### config.mk
export PLATFORM = sky130hd
export DESIGN_NAME = irq_aggregator
export DESIGN_NICKNAME = d
export VERILOG_FILES = /design/src/rtl/irq_agg_pkg.sv /design/src/rtl/irq_group_bank.sv /design/src/rtl/irq_direct_bank.sv /design/src/rtl/irq_out_stage.sv /design/src/rtl/irq_reg_decode.sv /design/src/rtl/irq_aggregator.sv
export SDC_FILE = /design/constraint.sdc
export NUM_CORES = 1
export LEC_CHECK = 0
export ABC_AREA = 1
export CAP_MARGIN = 25
export CORE_MARGIN = 5
export CORE_UTILIZATION = 25
export CTS_CLUSTER_DIAMETER = 200
export DETAILED_ROUTE_END_ITERATION = 10
export GPL_ROUTABILITY_DRIVEN = 0
export PLACE_DENSITY_LB_ADDON = 0.05
export SETUP_SLACK_MARGIN = 0.3
export SLEW_MARGIN = 20
export SYNTH_ARGS = -nofsm -noshare
export SYNTH_HDL_FRONTEND = slang
export SYNTH_SLANG_ARGS = --single-unit
### constraint.sdc
create_clock -name clk -period 3.3 [get_ports clk]
set_input_delay 0.99 -clock clk [delete_from_list [all_inputs] [get_ports clk]]
set_output_delay 0.99 -clock clk [all_outputs]
set_load 0.005 [all_outputs]
### src/rtl/irq_agg_pkg.sv
package irq_agg_pkg;
  localparam int unsigned ADR_L1_STAT  = 0;
  localparam int unsigned ADR_L1_MASK  = 1;
  localparam int unsigned ADR_WAKE_EN  = 2;
  localparam int unsigned ADR_GRP_BASE = 4;

  function automatic int unsigned grp_stat_adr(input int unsigned g);
    return ADR_GRP_BASE + 2 * g;
  endfunction

  function automatic int unsigned grp_mask_adr(input int unsigned g);
    return ADR_GRP_BASE + 2 * g + 1;
  endfunction
endpackage

### src/rtl/irq_group_bank.sv
module irq_group_bank #(
  parameter int unsigned GROUP_W = 8,
  parameter int unsigned DATA_W  = 16
) (
  input  logic               clk,
  input  logic               rst,
  input  logic [GROUP_W-1:0] req,
  input  logic               stat_wr,
  input  logic               mask_wr,
  input  logic [DATA_W-1:0]  wdata,
  output logic [GROUP_W-1:0] stat,
  output logic [GROUP_W-1:0] mask,
  output logic               merged
);
  logic [GROUP_W-1:0] clr;

  // write-one-to-clear; a new request in the same cycle takes priority
  assign clr = stat_wr ? wdata[GROUP_W-1:0] : '0;

  always_ff @(posedge clk) begin
    if (rst) begin
      stat <= '0;
      mask <= '0;
    end else begin
      stat <= (stat & ~clr) | req;
      if (mask_wr) mask <= wdata[GROUP_W-1:0];
    end
  end

  assign merged = |(stat & mask);
endmodule

### src/rtl/irq_direct_bank.sv
module irq_direct_bank #(
  parameter int unsigned NUM_DIRECT = 2
) (
  input  logic                  clk,
  input  logic                  rst,
  input  logic [NUM_DIRECT-1:0] req,
  input  logic                  clr_wr,
  input  logic [NUM_DIRECT-1:0] clr_bits,
  output logic [NUM_DIRECT-1:0] stat
);
  logic [NUM_DIRECT-1:0] clr;

  assign clr = clr_wr ? clr_bits : '0;

  always_ff @(posedge clk) begin
    if (rst) stat <= '0;
    else     stat <= (stat & ~clr) | req;
  end
endmodule

### src/rtl/irq_out_stage.sv
module irq_out_stage #(
  parameter int unsigned L1_W   = 5,
  parameter int unsigned DATA_W = 16
) (
  input  logic              clk,
  input  logic              rst,
  input  logic [L1_W-1:0]   l1_stat,
  input  logic              mask_wr,
  input  logic              wake_wr,
  input  logic [DATA_W-1:0] wdata,
  input  logic              suspend,
  output logic [L1_W-1:0]   l1_mask,
  output logic [L1_W-1:0]   wake_en,
  output logic              cpu_irq,
  output logic              wake_irq
);
  logic run_hit;
  logic wake_hit;

  assign run_hit  = |(l1_stat & l1_mask);
  assign wake_hit = |(l1_stat & wake_en);

  always_ff @(posedge clk) begin
    if (rst) begin
      l1_mask  <= '0;
      wake_en  <= '0;
      cpu_irq  <= 1'b0;
      wake_irq <= 1'b0;
    end else begin
      if (mask_wr) l1_mask <= wdata[L1_W-1:0];
      if (wake_wr) wake_en <= wdata[L1_W-1:0];
      cpu_irq  <= run_hit & ~suspend;
      wake_irq <= wake_hit & suspend;
    end
  end
endmodule

### src/rtl/irq_reg_decode.sv
module irq_reg_decode
  import irq_agg_pkg::*;
#(
  parameter int unsigned NUM_GROUPS = 3,
  parameter int unsigned GROUP_W    = 8,
  parameter int unsigned L1_W       = 5,
  parameter int unsigned ADDR_W     = 5,
  parameter int unsigned DATA_W     = 16
) (
  input  logic                          clk,
  input  logic                          rst,
  input  logic                          wr_en,
  input  logic [ADDR_W-1:0]             addr,
  input  logic [L1_W-1:0]               l1_stat,
  input  logic [L1_W-1:0]               l1_mask,
  input  logic [L1_W-1:0]               wake_en,
  input  logic [NUM_GROUPS*GROUP_W-1:0] gstat,
  input  logic [NUM_GROUPS*GROUP_W-1:0] gmask,
  output logic                          l1stat_wr,
  output logic                          l1mask_wr,
  output logic                          wake_wr,
  output logic [NUM_GROUPS-1:0]         gstat_wr,
  output logic [NUM_GROUPS-1:0]         gmask_wr,
  output logic [DATA_W-1:0]             rdata
);
  logic                  hit_l1stat, hit_l1mask, hit_wake;
  logic [NUM_GROUPS-1:0] hit_gstat, hit_gmask;
  logic [DATA_W-1:0]     rd_mux;

  assign hit_l1stat = (addr == ADDR_W'(ADR_L1_STAT));
  assign hit_l1mask = (addr == ADDR_W'(ADR_L1_MASK));
  assign hit_wake   = (addr == ADDR_W'(ADR_WAKE_EN));

  for (genvar g = 0; g < NUM_GROUPS; g++) begin : g_dec
    assign hit_gstat[g] = (addr == ADDR_W'(grp_stat_adr(g)));
    assign hit_gmask[g] = (addr == ADDR_W'(grp_mask_adr(g)));
  end

  assign l1stat_wr = wr_en & hit_l1stat;
  assign l1mask_wr = wr_en & hit_l1mask;
  assign wake_wr   = wr_en & hit_wake;
  assign gstat_wr  = {NUM_GROUPS{wr_en}} & hit_gstat;
  assign gmask_wr  = {NUM_GROUPS{wr_en}} & hit_gmask;

  always_comb begin
    rd_mux = '0;
    if (hit_l1stat) rd_mux[L1_W-1:0] = l1_stat;
    if (hit_l1mask) rd_mux[L1_W-1:0] = l1_mask;
    if (hit_wake)   rd_mux[L1_W-1:0] = wake_en;
    for (int g = 0; g < NUM_GROUPS; g++) begin
      if (hit_gstat[g]) rd_mux[GROUP_W-1:0] = gstat[g*GROUP_W +: GROUP_W];
      if (hit_gmask[g]) rd_mux[GROUP_W-1:0] = gmask[g*GROUP_W +: GROUP_W];
    end
  end

  always_ff @(posedge clk) begin
    if (rst) rdata <= '0;
    else     rdata <= rd_mux;
  end
endmodule

### src/rtl/irq_aggregator.sv
module irq_aggregator #(
  parameter int unsigned NUM_GROUPS = 3,
  parameter int unsigned GROUP_W    = 8,
  parameter int unsigned NUM_DIRECT = 2,
  parameter int unsigned ADDR_W     = 5,
  parameter int unsigned DATA_W     = 16
) (
  input  logic                          clk,
  input  logic                          rst,
  input  logic [NUM_GROUPS*GROUP_W-1:0] grp_req,
  input  logic [NUM_DIRECT-1:0]         dir_req,
  input  logic                          suspend,
  input  logic                          wr_en,
  input  logic [ADDR_W-1:0]             addr,
  input  logic [DATA_W-1:0]             wdata,
  output logic [DATA_W-1:0]             rdata,
  output logic                          cpu_irq,
  output logic                          wake_irq
);
  localparam int unsigned L1_W  = NUM_GROUPS + NUM_DIRECT;
  localparam int unsigned GTOT  = NUM_GROUPS * GROUP_W;

  logic [GTOT-1:0]       gstat_all, gmask_all;
  logic [NUM_GROUPS-1:0] grp_merged, gstat_wr, gmask_wr;
  logic [NUM_DIRECT-1:0] dir_stat;
  logic [L1_W-1:0]       l1_stat, l1_mask, wake_en;
  logic                  l1stat_wr, l1mask_wr, wake_wr;

  for (genvar g = 0; g < NUM_GROUPS; g++) begin : g_grp
    irq_group_bank #(.GROUP_W(GROUP_W), .DATA_W(DATA_W)) u_bank (
      .clk     (clk),
      .rst     (rst),
      .req     (grp_req[g*GROUP_W +: GROUP_W]),
      .stat_wr (gstat_wr[g]),
      .mask_wr (gmask_wr[g]),
      .wdata   (wdata),
      .stat    (gstat_all[g*GROUP_W +: GROUP_W]),
      .mask    (gmask_all[g*GROUP_W +: GROUP_W]),
      .merged  (grp_merged[g])
    );
  end

  irq_direct_bank #(.NUM_DIRECT(NUM_DIRECT)) u_dir (
    .clk      (clk),
    .rst      (rst),
    .req      (dir_req),
    .clr_wr   (l1stat_wr),
    .clr_bits (wdata[L1_W-1:NUM_GROUPS]),
    .stat     (dir_stat)
  );

  assign l1_stat = {dir_stat, grp_merged};

  irq_out_stage #(.L1_W(L1_W), .DATA_W(DATA_W)) u_out (
    .clk      (clk),
    .rst      (rst),
    .l1_stat  (l1_stat),
    .mask_wr  (l1mask_wr),
    .wake_wr  (wake_wr),
    .wdata    (wdata),
    .suspend  (suspend),
    .l1_mask  (l1_mask),
    .wake_en  (wake_en),
    .cpu_irq  (cpu_irq),
    .wake_irq (wake_irq)
  );

  irq_reg_decode #(
    .NUM_GROUPS(NUM_GROUPS), .GROUP_W(GROUP_W), .L1_W(L1_W),
    .ADDR_W(ADDR_W), .DATA_W(DATA_W)
  ) u_dec (
    .clk       (clk),
    .rst       (rst),
    .wr_en     (wr_en),
    .addr      (addr),
    .l1_stat   (l1_stat),
    .l1_mask   (l1_mask),
    .wake_en   (wake_en),
    .gstat     (gstat_all),
    .gmask     (gmask_all),
    .l1stat_wr (l1stat_wr),
    .l1mask_wr (l1mask_wr),
    .wake_wr   (wake_wr),
    .gstat_wr  (gstat_wr),
    .gmask_wr  (gmask_wr),
    .rdata     (rdata)
  );
endmodule

After elaboration in Yosys (flattened, before gate mapping) --
Index checks and enable logic that the tools add are counted.
Cells by class: equal/unequal tests 8, mux-type cells 13, bitwise operators 25, reductions and logical operators 6
Operator list (count):
- 8-bit two-way mux | 9
- 8-bit AND | 6
- 8-bit NOT | 3
- 8-bit bitwise OR | 3
- 8-bit OR reduction | 3
- 5-bit by 3-bit equality test with 1-bit output (second input constant) | 4
- 5-bit two-way mux | 3
- 5-bit AND | 2
- 5-bit by 4-bit equality test with 1-bit output (second input constant) | 2
- 5-bit OR reduction | 2
- 3-bit AND | 2
- 1-bit AND | 5
- 5-bit by 1-bit equality test with 1-bit output (second input constant) | 1
- 5-bit by 2-bit equality test with 1-bit output (second input constant) | 1
- 5-bit zero test | 1
- 2-bit AND | 1
- 2-bit two-way mux | 1
- 2-bit NOT | 1
- 2-bit bitwise OR | 1
- 1-bit NOT | 1
Storage, ports and cells: register bits 78, input port bits 51, output and inout bits 18, word-level logic and storage cells 65

Longest topological paths before layout --
Gate-level depths: netlist of run 1.
depth after elaboration 11, depth in mapped cells 11, depth with buffers taken out 10

By module --
A second synthesis of run 1 with hierarchy kept.
Second synthesis, totals: cells, all modules 517, area total of the unflattened synthesis 3613.5 um2
Modules (own cells, without submodules):
- irq_group_bank | instances 3, cells an instance 92, area an instance 713.2 um2, seq. area each 320.3 um2
- irq_reg_decode | instances 1, cells an instance 165, area an instance 933.4 um2, seq. area each 160.2 um2
- irq_out_stage | instances 1, cells an instance 66, area an instance 467.9 um2, seq. area each 240.2 um2
- irq_direct_bank | instances 1, cells an instance 10, area an instance 72.6 um2, seq. area each 40.0 um2

Worst setup path before layout of run 1 --
No wires, ideal clock.
path type input to register, from input port addr[1], to register g_grp[0].u_bank.stat[5], library setup time 0.132 ns, arrival 1.765 ns, required time 3.168 ns, slack 1.403 ns, stages on the path 6, path buffers 0, cell sequence nor2_4 > nand2_2 > nor2_4 > nand2_1 > o21ai_0 > a21oi_1
Between the ends: word-level cells in the longest chain between the ends 6
Ends and longest elaborated chain:
- start, declared | RTL line irq_aggregator.sv:14 | input logic [ADDR_W-1:0] addr,
- 5-bit by 3-bit equality test with 1-bit output | RTL line irq_reg_decode.sv:35 | assign hit_gstat[g] = (addr == ADDR_W'(grp_stat_adr(g)));
- 3-bit AND | RTL line irq_reg_decode.sv:42 | assign gstat_wr = {NUM_GROUPS{wr_en}} & hit_gstat;
- 8-bit two-way mux | RTL line irq_group_bank.sv:18 | assign clr = stat_wr ? wdata[GROUP_W-1:0] : '0;
- 8-bit NOT | RTL line irq_group_bank.sv:25 | stat <= (stat & ~clr) | req;
- 8-bit AND | RTL line irq_group_bank.sv:25
- 8-bit bitwise OR | RTL line irq_group_bank.sv:25
- end signal, assigned | RTL line irq_group_bank.sv:25
- end, declared | RTL line irq_group_bank.sv:11 | output logic [GROUP_W-1:0] stat,
Every way passes these cells. A chain may end at the register's enable or synchronous reset.

Worst setup path in the final report of run 1 --
from input port addr[2], to register g_grp[0].u_bank.mask[5]
Between the ends: word-level cells in the longest chain between the ends 2
Ends and longest elaborated chain:
- 5-bit by 3-bit equality test with 1-bit output | RTL line irq_reg_decode.sv:36 | assign hit_gmask[g] = (addr == ADDR_W'(grp_mask_adr(g)));
- 3-bit AND | RTL line irq_reg_decode.sv:43 | assign gmask_wr = {NUM_GROUPS{wr_en}} & hit_gmask;
- end signal, assigned | RTL line irq_group_bank.sv:26 | if (mask_wr) mask <= wdata[GROUP_W-1:0];
- end, declared | RTL line irq_group_bank.sv:12 | output logic [GROUP_W-1:0] mask,
Every way passes these cells.

==> impl_metrics.toml, run 1 <==
[outcome]
outcome = "finished clean"

[critical_path]
setup.worst_path.start_class = "input pin"
critPathRequiredTime_ps = 3520
cell_breakdown_of_the_critical_path = "clkdlybuf4s50_1, inv_1, nor2_4, nand3_2, inv_2, nand2_2, o21ai_0, a21oi_1"
timing.critical_path.arrival_ps = 2640
timing.critical_path.to_type = "flop"
worst_path_dominant_cell_family = "buffers and inverters"
setup.worst_path.class = "input pin to flop"
critical_path_buf_inv_count = 3
slowest_stage_cell_on_the_critical_path = "sky130_fd_sc_hd__clkdlybuf4s50_1"
critical_path_peak_fanout = 14
max_stage_delay_ps = 480

[global_routing]
gr-usage-all-layers_pct = 15.4
grt_pass1_vias = 3199
grt_max_degree = 43
grt_remaining_overflow = 0
initial_antenna_violation_count = 0
grt_first_pass_wirelength_mm = 17.3

[clocking]
cts_hold_repair.buffers = 0
tritoncts_clock_tree = "yes"
htreeDepth = 3
post_cts_resized = 0
clockBufferDepth = 2
clock-root-buffer = "sky130_fd_sc_hd__clkbuf_16"
worst_setup_hold_path_clk_slew_ps = 60
number_of_sinks_on_the_clock_net = 70
numCtsBuffers = 9
later_pin_clock_latency_in_the_skew_report_ps = 340
post-cts-setup-buffers = 0

[sta]
finalMaxSlewViolations = 0
setup_total_negative_slack_ps = 0
finalCriticalPeriod_ps = 2430
max-slew-margin-rel_pct = 55.7
fin_skew_ps = 7.13
tightest_slew_ps = 664
post-route-period-util_pct = 73.5
timing_hold_violations_final = 0
rsz0062_at_grt = "false"
fmax_mhz = 412
setup_viol = 0

[finish]
fillerInstances = 1403
layout.nets = 567
num_antenna_cells = 0
utilization_pct = 33.1
area.growth.synth_to_final_pct = 29.5
drive_gt1_share_pct = 7.68

[hold_path]
hp-class = "flop to flop"

[synth]
synthArstFlopShare_pct = 0
synth_seq_area_share_pct = 43.3
synth_top_flop_cell = "sky130_fd_sc_hd__dfxtp_1"
synth_seq_cells = 70
synth_warnings = 0
synth.lib_cells_used.distinct = 24
post_syn_instances = 463
post_synth.cell_area_avg_sq_um = 7.00
number_of_flops_mapped_to_enable_cells_by_yosys = 0
syn-cell-area_sq_um = 3240

[power_and_ir_drop]
p_sw_share_pct = 23.5
clkPwrFrac_pct = 47.9
sequential_share_of_power_pct = 43.6
combinational_share_of_power_pct = 8.5
cellLeakagePower_nw = 1.72
power-per-cell-area_nw_per_um2 = 491
irDropWorstVdd_uv = 261
internal_power_mw = 1.58
net_switching_power_mw = 0.484

[drt]
num_vias = 3145
routed_wirelength_mm = 10.9
post-route-drc-count = 0
final_antenna_net_count = 0
routed_via_density = 4.54
avgRoutedWirePerCell_um = 15.7
first_iter_violations = 201
detailedRoute.firstPassIterationCount = 4

[die]
core_box_area_sq_um = 12700
number_of_rows_in_the_core_area = 41
initial_utilization_pct = 25.6
fp.dieH_um = 124
boundaryPins = 69
dieWidth_um = 124
fp.dieArea_sq_um = 15300

[placed_design]
portBuffers = 52
dp_hpwl_mm = 8.07

[job]
cap_violations = 0
power groups by stage:
stage	logic, mW	clock network, mW	registers [mW]
finish	0.175	0.986	0.898
detailed placement	0.177	0	0.917
global placement	0.177	0	0.917
floorplan	0.0878	0	0.908
global route	0.196	1.06	0.902
CTS	0.178	1.02	0.898
flip-flops by register name, indices dropped and copies added, names as in the netlist:
signal             cells
g_grp.u_bank.mask     24
u_out.wake_en          5
u_out.cpu_irq          1
u_dec.rdata            8
u_out.l1_mask          5
g_grp.u_bank.stat     24
u_out.wake_irq         1
u_dir.stat             2
placed cells by master (no fill, tap or decap), types with 4 or more instances in the layout:
cell type,Yosys,routed
sky130_fd_sc_hd__buf_4,9,4
sky130_fd_sc_hd__nor2_1,21,21
sky130_fd_sc_hd__nor2_4,8,8
sky130_fd_sc_hd__inv_1,57,57
sky130_fd_sc_hd__clkdlybuf4s50_1,0,52
sky130_fd_sc_hd__inv_2,6,6
sky130_fd_sc_hd__a21oi_1,72,72
sky130_fd_sc_hd__nand2_2,4,4
sky130_fd_sc_hd__nand3_1,19,19
sky130_fd_sc_hd__clkbuf_16,0,9
sky130_fd_sc_hd__nand2_1,109,109
sky130_fd_sc_hd__conb_1,1,8
sky130_fd_sc_hd__nand4_1,9,9
sky130_fd_sc_hd__o21ai_0,54,54
sky130_fd_sc_hd__dfxtp_1,70,70
final timing paths:
check / startpoint / to / slack [ps] / depth (start not counted)
max: addr[2] / g_grp[0].u_bank.mask[5] / 870 / 8
max reg2reg: g_grp[1].u_bank.stat[2] / u_dec.rdata[1] / 1930 / 10
min: g_grp[0].u_bank.mask[7] / g_grp[0].u_bank.mask[7] / 460 / 2
min reg2reg: g_grp[0].u_bank.mask[7] / g_grp[0].u_bank.mask[7] / 460 / 2
metal layers:
metal | up-vias | wire, um | global-route usage (%)
li1 | 1596 | - | -
met1 | 1473 | 4910 | 18.9
met2 | 57 | 5330 | 25.7
met3 | 19 | 423 | 4.95
met4 | 0 | 231 | 4.84
met5 | - | 0 | 0
logic make-up after synthesis:
logic type,synth area share [%]
other,0.116
AOI/OAI and AO/OA,20.9
buffers and inverters,11.6
and+or+nand+nor,24.1
DFF,43.3
per-stage QoR:
| step | std cells | area, sq um | hold WS (ps) | power (mW) | worst slack, ps |
|---|---|---|---|---|---|
| after detailed placement | 677 | 3890 | 458 | 1.09 | 503 |
| after global placement | 677 | 3890 | 453 | 1.09 | 518 |
| after floorplan | 470 | 3270 | 439 | 0.996 | 1400 |
| after CTS | 693 | 4200 | 467 | 2.10 | 859 |
| final | 693 | 4200 | 465 | 2.06 | 874 |
| after global routing | 693 | 4200 | 500 | 2.16 | 712 |
cell usage after synthesis, types with 3 or more instances:
cell type                  number  area (sq um)
sky130_fd_sc_hd__nor2_4         8          90.1
sky130_fd_sc_hd__buf_4          9          67.6
sky130_fd_sc_hd__nand4_1        9          56.3
sky130_fd_sc_hd__nor2_1        21          78.8
sky130_fd_sc_hd__dfxtp_1       70          1400
sky130_fd_sc_hd__nand2_2        4          25.0
sky130_fd_sc_hd__a21oi_1       72           360
sky130_fd_sc_hd__nand2_1      109           409
sky130_fd_sc_hd__a31oi_1        3          18.8
sky130_fd_sc_hd__buf_6          3          33.8
sky130_fd_sc_hd__nand3_1       19          95.1
sky130_fd_sc_hd__o21ai_0       54           270
sky130_fd_sc_hd__clkbuf_1       8          30.0
sky130_fd_sc_hd__inv_2          6          22.5
sky130_fd_sc_hd__inv_1         57           214
area by class of cell:
cell class,count,area [sq um],share of cell area (%)
clock buffer,12,256,6.11
clock inverter,4,45.0,1.07
inverter,64,240,5.72
multi-input combinational,315,1490,35.5
sequential,70,1400,33.4
tap,172,215,5.13
timing repair buffer,56,551,13.1
worst register-to-register path, cell delays in order (launching register included):
cell and delay [ps]:
sky130_fd_sc_hd__dfxtp_1 350, sky130_fd_sc_hd__nand2_1 90, sky130_fd_sc_hd__nand2_1 50, sky130_fd_sc_hd__nor2_1 90, sky130_fd_sc_hd__nand2_1 120, sky130_fd_sc_hd__nand2_1 80
sky130_fd_sc_hd__nand4_1 100, sky130_fd_sc_hd__nor2_1 160, sky130_fd_sc_hd__nand4_1 120, sky130_fd_sc_hd__nand2_1 80, sky130_fd_sc_hd__inv_1 30
Power figures use the tool's default switching activity.
==> run 2, diff against run 1 <==
clock period = 2.3 ns   (was 3.3 ns; I/O delays follow)
==> impl_metrics.toml, run 2 (same netlist as run 1, synthesis figures left out) <==
[clocking]
numCtsBuffers = 9
number_of_sinks_on_the_clock_net = 70
later_pin_clock_latency_in_the_skew_report_ps = 340
tritoncts_clock_tree = "yes"
worst_setup_hold_path_clk_slew_ps = 50
clock-root-buffer = "sky130_fd_sc_hd__clkbuf_16"
htreeDepth = 3
cts_hold_repair.buffers = 0
clockBufferDepth = 2

[critical_path]
max_stage_delay_ps = 690
critical_path_buf_inv_count = 2
timing.critical_path.arrival_ps = 2120
r2r-end = "u_dec.rdata[1]"
critical_path.reg2reg.startpoint = "g_grp[1].u_bank.stat[2]"
cell_breakdown_of_the_critical_path = "clkdlybuf4s50_1, buf_4, nand2_2, o21ai_0, a21oi_1"
setup.worst_path.class = "input pin to flop"
worst_path_dominant_cell_family = "buffers and inverters"
setup.worst_path.start_class = "input pin"
regToRegSetupSlack_ps = 940
worstRegToRegCells = 10
cp.depth = 5
critical_path_peak_fanout = 9
timing.critical_path.to_type = "flop"
critPathRequiredTime_ps = 2530
slowest_stage_cell_on_the_critical_path = "sky130_fd_sc_hd__clkdlybuf4s50_1"

[drt]
detailedRoute.firstPassIterationCount = 4
final_antenna_net_count = 0
first_iter_violations = 208
num_vias = 3238
post-route-drc-count = 0
avgRoutedWirePerCell_um = 15.7
routed_via_density = 4.56
routed_wirelength_mm = 11.2

[die]
dieWidth_um = 124
boundaryPins = 69
initial_utilization_pct = 25.6
core_box_area_sq_um = 12700
fp.dieArea_sq_um = 15300
number_of_rows_in_the_core_area = 41
fp.dieH_um = 124

[sta]
rsz0062_at_grt = "false"
post-route-period-util_pct = 82.4
fmax_mhz = 528
setup_total_negative_slack_ps = 0
setup_viol = 0
timing_hold_violations_final = 0
final.setup.worst_slack_ps = 405
finalMaxSlewViolations = 0
finalCriticalPeriod_ps = 1900
fin_skew_ps = 4.56

[finish]
layout_commonest_cell = "sky130_fd_sc_hd__nand2_1"
layout_common_cells = "sky130_fd_sc_hd__nand2_1 (105), sky130_fd_sc_hd__a21oi_1 (72), sky130_fd_sc_hd__dfxtp_1 (70)"
largestRegisters = "g_grp.u_bank.mask (24), g_grp.u_bank.stat (24), u_dec.rdata (8)"
post-route-cell-area_sq_um = 4430
drive_gt1_share_pct = 12.1
regArea_sq_um = 1400
area.growth.synth_to_final_pct = 36.8
layout.nets = 587
num_antenna_cells = 0
fillerInstances = 1411
multiInputGateArea_sq_um = 1530

[job]
cap_violations = 0

[global_routing]
initial_antenna_violation_count = 0
grt_max_degree = 29
grt_first_pass_wirelength_mm = 17.6
gr-usage-all-layers_pct = 15.7
grt_pass1_vias = 3301
grt_remaining_overflow = 0

[hold_path]
min_delay_path_depth = 2
holdPathEnd = "g_grp[0].u_bank.mask[6]"
hold_path.startpoint = "g_grp[0].u_bank.mask[6]"
hp-class = "flop to flop"

[placed_design]
post_placement_setup_slack_ps = -102
dp_hpwl_mm = 8.27
portBuffers = 52
dpl-instance-area_sq_um = 4030

[power_and_ir_drop]
irDropWorstVdd_uv = 262
design_power_total_mw = 2.92
power-per-cell-area_nw_per_um2 = 658
cellLeakagePower_nw = 1.90

[outcome]
outcome = "finished clean"
-- run 2: worst reg2reg max path: cells and delay by family (launching register included) --
kind / cells / cell delay [ps]
buffers and inverters: 1 / 40
flip-flops: 1 / 340
AND/OR/NAND/NOR: 9 / 900
-- run 2: area by class of cell --
cell class,count,share of cell area [%]
clock buffers,11,5.48
repair buffers,76,17.3
multi-input cells,315,34.5
flip-flops and latches,70,31.6
inverters,64,5.48
well taps,172,4.86
clock inverters,2,0.791
-- run 2: what timing repair did --
item                                    4_1_cts  5_1_grt
setup buffers                                 0        3
resized for setup                             4       25
endpoints found under the setup margin       13       49
pin swaps                                     0        9
cloned                                        0        1
-- run 2: power breakdown --
group          leakage, nW  switching, mW  internal (mW)  total [mW]
clock                0.137          0.503          0.848        1.35
sequential           0.573         0.0319           1.26        1.29
combinational         1.18          0.150          0.128       0.277
total                 1.90          0.685           2.23        2.92
-- run 2: layer usage --
metal / part of all wire (%) / global-route usage [%]
met5: 0 / 0
met4: 2.0 / 6.37
met3: 6.6 / 4.68
met2: 47 / 26.2
met1: 44 / 19.0
-- run 2: worst max-delay path by stage --
stage,endpoint,slack (ps),start
3_3_place_gp,g_grp[1].u_bank.stat[4],-100,addr[1]
2_1_floorplan,g_grp[0].u_bank.stat[5],700,addr[1]
3_5_place_dp,u_dec.rdata[3],-100,addr[3]
4_1_cts,u_dec.rdata[3],290,addr[0]
5_1_grt,g_grp[2].u_bank.stat[2],330,wr_en
6_report,g_grp[2].u_bank.stat[1],400,wr_en
-- run 2: metrics by stage --
stage | hold WS (ps) | utilization [%] | cells
3_5_place_dp | 458 | 31.8 | 693
4_1_cts | 466 | 34.1 | 706
3_3_place_gp | 458 | 31.8 | 693
2_1_floorplan | 439 | - | 470
5_1_grt | 484 | 35.0 | 710
6_report | 462 | 35.0 | 710
